$ cat config.mk
export PLATFORM = sky130hd
export DESIGN_NAME = prio_irq_ctrl
export DESIGN_NICKNAME = d
export VERILOG_FILES = /design/src/rtl/prio_irq_pkg.sv /design/src/rtl/irq_pend_reg.sv /design/src/rtl/irq_cfg_regs.sv /design/src/rtl/irq_prio_enc.sv /design/src/rtl/prio_irq_ctrl.sv
export SDC_FILE = /design/constraint.sdc
export NUM_CORES = 1
export LEC_CHECK = 0
export BUFFER_PORTS_ARGS = -buffer_cell sky130_fd_sc_hd__buf_2
export CORE_AREA = 5 5 42 44
export CTS_BUF_LIST = sky130_fd_sc_hd__clkbuf_8
export DETAILED_ROUTE_END_ITERATION = 8
export DIE_AREA = 0 0 47 49
export GPL_TIMING_DRIVEN = 0
export HOLD_SLACK_MARGIN = 0.08
export PLACE_DENSITY_LB_ADDON = 0.15
export SYNTH_ARGS = -nofsm -noshare
export SYNTH_HDL_FRONTEND = slang
export SYNTH_SLANG_ARGS = --single-unit
$ cat constraint.sdc
create_clock -name clk -period 1.2 [get_ports clk]
set_input_delay 0.12 -clock clk [delete_from_list [all_inputs] [get_ports clk]]
set_output_delay 0.12 -clock clk [all_outputs]
set_load 0.1 [all_outputs]
$ cat src/rtl/prio_irq_pkg.sv
package prio_irq_pkg;
   typedef enum logic [1:0] {
      SEL_MASK   = 2'd0,
      SEL_ENABLE = 2'd1,
      SEL_CLEAR  = 2'd2,
      SEL_NONE   = 2'd3
   } wsel_e;
endpackage

$ cat src/rtl/irq_pend_reg.sv
module irq_pend_reg #(
   parameter int NUM_SRC = 4
) (
   input  logic               clk,
   input  logic               rst_n,
   input  logic [NUM_SRC-1:0] req_i,
   input  logic [NUM_SRC-1:0] clr_i,
   output logic [NUM_SRC-1:0] pend_o
);
   // one sticky cell per source; a new request overrides a clear
   for (genvar g = 0; g < NUM_SRC; g++) begin : g_cell
      always_ff @(posedge clk) begin
         if (!rst_n)          pend_o[g] <= 1'b0;
         else if (req_i[g])   pend_o[g] <= 1'b1;
         else if (clr_i[g])   pend_o[g] <= 1'b0;
      end
   end
endmodule

$ cat src/rtl/irq_cfg_regs.sv
module irq_cfg_regs
   import prio_irq_pkg::*;
#(
   parameter int NUM_SRC = 4
) (
   input  logic               clk,
   input  logic               rst_n,
   input  logic               wr_en,
   input  logic [1:0]         wr_sel,
   input  logic [NUM_SRC-1:0] wr_data,
   output logic [NUM_SRC-1:0] mask_o,
   output logic               ien_o,
   output logic [NUM_SRC-1:0] clr_o
);
   wsel_e sel;
   assign sel = wsel_e'(wr_sel);

   always_ff @(posedge clk) begin
      if (!rst_n) begin
         mask_o <= '0;
         ien_o  <= 1'b0;
      end else if (wr_en) begin
         case (sel)
            SEL_MASK:   mask_o <= wr_data;
            SEL_ENABLE: ien_o  <= wr_data[0];
            default:    ;
         endcase
      end
   end

   // clear strobes go straight to the pending cells
   always_comb begin
      clr_o = '0;
      if (wr_en && sel == SEL_CLEAR) clr_o = wr_data;
   end
endmodule

$ cat src/rtl/irq_prio_enc.sv
module irq_prio_enc #(
   parameter int NUM_SRC = 4,
   parameter int CODE_W  = (NUM_SRC > 1) ? $clog2(NUM_SRC) : 1
) (
   input  logic [NUM_SRC-1:0] act_i,
   output logic [CODE_W-1:0]  code_o,
   output logic               valid_o
);
   // scan from the lowest priority upward so the lowest index is written last
   always_comb begin
      code_o  = '0;
      valid_o = 1'b0;
      for (int i = NUM_SRC - 1; i >= 0; i--) begin
         if (act_i[i]) begin
            code_o  = CODE_W'(i);
            valid_o = 1'b1;
         end
      end
   end
endmodule

$ cat src/rtl/prio_irq_ctrl.sv
module prio_irq_ctrl #(
   parameter int NUM_SRC = 4,
   parameter int VEC_W   = 8
) (
   input  logic               clk,
   input  logic               rst_n,
   input  logic [NUM_SRC-1:0] req_in,
   input  logic               wr_en,
   input  logic [1:0]         wr_sel,
   input  logic [NUM_SRC-1:0] wr_data,
   input  logic               ack_in,
   output logic               irq_out,
   output logic [VEC_W-1:0]   vec_out,
   output logic               vec_oe
);
   localparam int CODE_W = (NUM_SRC > 1) ? $clog2(NUM_SRC) : 1;
   localparam int PAD_W  = VEC_W - CODE_W;

   if (NUM_SRC < 2) begin : g_bad_src
      $error("prio_irq_ctrl: NUM_SRC must be at least 2");
   end
   if (PAD_W < 1) begin : g_bad_vec
      $error("prio_irq_ctrl: VEC_W must exceed the code width");
   end

   logic [NUM_SRC-1:0] pend_q, mask_q, clr_s, live_s;
   logic               ien_q, ist_q, enc_valid;
   logic [CODE_W-1:0]  enc_code;

   irq_cfg_regs #(.NUM_SRC(NUM_SRC)) u_cfg (
      .clk(clk), .rst_n(rst_n), .wr_en(wr_en), .wr_sel(wr_sel), .wr_data(wr_data),
      .mask_o(mask_q), .ien_o(ien_q), .clr_o(clr_s)
   );

   irq_pend_reg #(.NUM_SRC(NUM_SRC)) u_pend (
      .clk(clk), .rst_n(rst_n), .req_i(req_in), .clr_i(clr_s), .pend_o(pend_q)
   );

   assign live_s = pend_q & mask_q;

   irq_prio_enc #(.NUM_SRC(NUM_SRC), .CODE_W(CODE_W)) u_enc (
      .act_i(live_s), .code_o(enc_code), .valid_o(enc_valid)
   );

   always_ff @(posedge clk) begin
      if (!rst_n) ist_q <= 1'b0;
      else        ist_q <= enc_valid;
   end

   assign irq_out = ien_q & ist_q;
   assign vec_oe  = ack_in;
   assign vec_out = ack_in ? {{PAD_W{1'b0}}, enc_code} : '0;
endmodule

* Word-level counts from Yosys, hierarchy flattened
Cells that the tools add are included. W data, S select, Z words.
Operators by class: reduce and logical (&&, ||, !) cells 8, bitwise operators 2, muxes and demuxes 18, equality and inequality tests 2
Operators with widths (number):
- $mux W1 | 12
- $mux W2 | 5
- $reduce_bool A2 Y1 | 4
- $and A4 B4 Y4 | 1
- $mux W4 | 1
- $reduce_and A2 Y1 | 2
- $eq A2 B1 Y1 const B | 1
- $eq A2 B2 Y1 const B | 1
- $logic_not A2 Y1 | 1
- $and A1 B1 Y1 | 1
- $logic_and A1 B1 Y1 | 1
Word-level totals: input bits 14, logic and storage cells 37, register bits after elaboration 10

* Longest topological paths before layout
word-level depth 6, depth in mapped cells 3, mapped depth without buffers 3

* Modules after synthesis
A second synthesis with hierarchy kept.
Unflattened totals: cell total of the unflattened synthesis 63, area, all modules 576.8 um2
Modules (own cells, without submodules):
- irq_cfg_regs | instances 1, sequential area each 100.1 um2, cells each 27, area an instance 250.2 um2
- irq_pend_reg | instances 1, sequential area each 80.1 um2, cells each 12, area an instance 165.2 um2
- prio_irq_ctrl | instances 1, sequential area each 20.0 um2, cells each 17, area an instance 126.4 um2
- irq_prio_enc | instances 1, sequential area each 0.0 um2, cells each 7, area an instance 35.0 um2

* Worst setup path before layout
Ideal clock, no wire load.
path type reg-to-output, start reg u_cfg.mask_o[2], end out vec_out[1], stages on the path, launching flop included 3, arrival 2648 ps, slack -1568 ps, cell sequence dfxtp_1 -> a22oi_1 -> nor3b_1
Between the ends: cells in the longest elaborated chain, start to end 5
Ends and longest elaborated chain:
- start: declaration | RTL line irq_cfg_regs.sv:11 | output logic [NUM_SRC-1:0] mask_o,
- start signal: assignment | RTL line irq_cfg_regs.sv:24 | SEL_MASK: mask_o <= wr_data;
- $and A4 B4 Y4 | RTL line prio_irq_ctrl.sv:39 | assign live_s = pend_q & mask_q;
- $mux W2 (3 in series) | RTL line irq_prio_enc.sv:14 | if (act_i[i]) begin
- $mux W2 | RTL line prio_irq_ctrl.sv:52 | assign vec_out = ack_in ? {{PAD_W{1'b0}}, enc_code} : '0;
- end: declaration | RTL line prio_irq_ctrl.sv:13 | output logic [VEC_W-1:0] vec_out,
No other way between the ends.

* Final worst setup path
Same ends and word-level chain as after synthesis.

==> summary.md <==
| Metric | Value |
|---|---|
| Post-Synth Adder-Cell Area | 0% |
| Post-Syn Instances | 60 |
| First-pass GRT wire length | about 1600 µm |
| Final worst path period share | 102.5% |
| Syn avg cell area | just over 8 µm² |
| N_diodes | 0 |
| Final Cell Area | approximately 730 µm² |
| GPL Wtd Cong | slightly below 0.7 |
| CTS tree | yes |
| Synth cell count leaders | dfxtp_1 (10), nand2_1 (9), o21ai_0 (9) |
| Netlist cell types | 16 |
| Status | complete, but fails checks |
| Synth warnings | 0 |
| Detailed placement HPWL | about 800 µm |
| CP Max Fanout | 3 |
| CP endpoint kind | primary output |
| Post-DP Area | ~630 µm² |
| Final Slew Violations | 0 |
| Top post-synthesis cells by area | dfxtp_1 (41%), buf_4 (11%), o21ai_0 (9.2%) |
| Total Power | 0.9107 mW |
| DRC Markers | 0 |
| Initial Util | about a third |
| Average wire per standard cell | 9.775 µm |
| CTS sink count | 10 |
| Max Fclk | between 800 and 900 MHz |
| IO buf count | 17 |
| Clock Root Buffer | clkbuf_8 |
| Top_reg_cell synth | dfxtp_1 |
| Tmin final | ~1.2 ns |
| Worst EP required | around 1.1 ns |
| Largest net degree at the start of global routing | 11 |
| Synth top area share | 40.92% |
| Synth Area in Compound Gates | about 18% |
| Synth Area in XOR/XNOR | 0% |
| H-Tree Depth | 1 |
| Fin util | 52.14% |
| Total length of routed wires | ~1000 µm |
| Vias/cell | 4.578 |
| CP peak stage delay | about 0.34 ns |
| Die H | around 49 µm |
| Final setup viols | 2 |
| Max Clock Skew | between 0.0007 and 0.0008 ns |
| Number of synthesized flops with an enable pin | 0 |
| TNS Setup | -0.03197 ns |
| Die width | 47 µm |
| Die footprint | around 2300 µm² |
| Cell taking the most area after synthesis | dfxtp_1 |
| Largest family of logic cells by synthesized area | simple AND/OR/NAND/NOR gates |
| Row cnt | 14 |
| RSZ-0062 raised after global routing | yes |
| Post-CTS Setup Bufs | 0 |
| Fraction of final layout cells sized beyond drive strength 1 | slightly below 50% |
| Synth async-reset ratio | 0% |
| Total grt overflow | 0 |
| GRT Total Usage | 9.830% |
| Num CTS Buffers | 3 |
| Final-report hold violation count | 0 |
| Crit path kind | reg -> out |
| Initial antenna violation count | 0 |
| Count leader, synth | dfxtp_1 |
| Failing checks | setup timing |
| Worst slack, placed | -0.01768 ns |
| CP Cell Sequence | a22oi_2 > nor3b_4 > buf_12 |
| DR pass1 iterations | 2 |
| Startpoint types | register |
| P&R area growth vs syn | 49.36% |
| Max IR drop VDD | 0.6982 mV |
| Vias in the first global route | 398 |
| Yosys reg bits | 10 |
| Simple-gate area share of the yosys netlist | around a quarter |
| Pwr per Cell Area | around 1200 nW/µm² |
| Netlist Area Pre-Place | 489.2 µm² |
| Post-synthesis mux area share | 0% |
| Leakage | roughly 0.33 nW |
| Crit-path leading delay family | flip-flops |
| WP buf/inv | 1 |
| Max_cap viols | 0 |
| # nets final | about 100 |
| CP arrival | roughly 1.1 ns |
| Clk slew on worst S/H paths | 0.04 ns |
| Num ports | 24 |
| CTS Buffer Depth | 2 |
| Post-synthesis sequential area ratio | about two fifths |
| Final ANT Viol Nets | 0 |
| Core ar. | 1401 µm² |
| Clock latency on the worst-skew pair | 0.23 ns |
| Hold WC Path Type | in -> reg |
| Starting DRT DRC Count | 1 |
| Slowest cell on crit path | dfxtp_2 |
| Via count | about 470 |
| PnR worst setup slack | -0.03034 ns |
## worst paths after layout
| path | startpoint | endpoint | cells past startpoint | slack [ns] |
|---|---|---|---|---|
| worst max-delay path | u_cfg.mask_o[2] | vec_out[1] | 3 | -0.03 |
| worst min-delay path | wr_data[2] | u_pend.pend_o[2] | 2 | 0.08 |
| worst max register to register | u_cfg.mask_o[2] | ist_q | 2 | 0.40 |
| worst min register to register | u_cfg.mask_o[0] | u_cfg.mask_o[0] | 2 | 0.46 |
## logic make-up after synthesis
group | Yosys count
other | 1
AOI/OAI and AO/OA | 16
and+or+nand+nor | 20
DFF | 10
buffers and inverters | 13
## worst register-to-register path, delay by kind of cell, from the launching register on
kind	cells	cell delay [ns]
flops	1	0.33
compound gates	2	0.35
## power by group
group	internal, mW	switching, mW	leakage (nW)
sequential	0.352	0.0122	0.0840
combinational	0.0597	0.146	0.228
clock	0.219	0.122	0.0216
total	0.631	0.280	0.333
## state kept, by name, indices dropped and copies added (netlist names)
| register | count |
|---|---|
| u_cfg.ien_o | 1 |
| ist_q | 1 |
| u_pend.pend_o | 4 |
| u_cfg.mask_o | 4 |
## per-layer routing
layer | track usage [%] | routed length [µm] | vias to the layer above
met5 | 0 | 0 | -
met4 | 6.912 | 28 | 0
met3 | 4.428 | 98 | 5
met2 | 13.57 | 471 | 15
met1 | 11.58 | 399 | 201
li1 | - | - | 246
## timing repair
action | 4_1_cts | 5_1_grt
pin swaps | 6 | 2
gates resized for setup | 15 | 2
cloned | 0 | 0
hold endpoints to repair | 1 | 0
setup endpoints to repair | 3 | 2
hold buffers | 1 | 0
## layout make-up
type | count | area (µm²)
buffer | 8 | 63.81
clock buffer | 3 | 41.29
fill | 146 | 670.6
inverter | 5 | 18.77
multi-input combinational | 42 | 257.7
sequential | 10 | 206.4
tap | 16 | 20.02
timing repair buffer | 18 | 122.6
## stage by stage
stage | cells | hold slack, ns
after CTS | 102 | 0.08156
after detailed placement | 98 | 0.3284
after global placement | 98 | 0.3211
after global routing | 102 | 0.08368
final | 102 | 0.08471
after floorplan | 65 | 0.2202
## cell usage in the layout (no fill, tap or decap), drive strengths merged, types with 2 or more instances in the layout
master / Yosys / layout
conb: 1 / 6
clkbuf: 0 / 3
dfxtp: 10 / 10
buf: 8 / 25
o21ai: 9 / 9
nor3b: 2 / 2
nand2: 9 / 9
nand3: 6 / 6
inv: 5 / 5
a31oi: 5 / 5
Note: power is estimated with default switching activity, not from simulation.
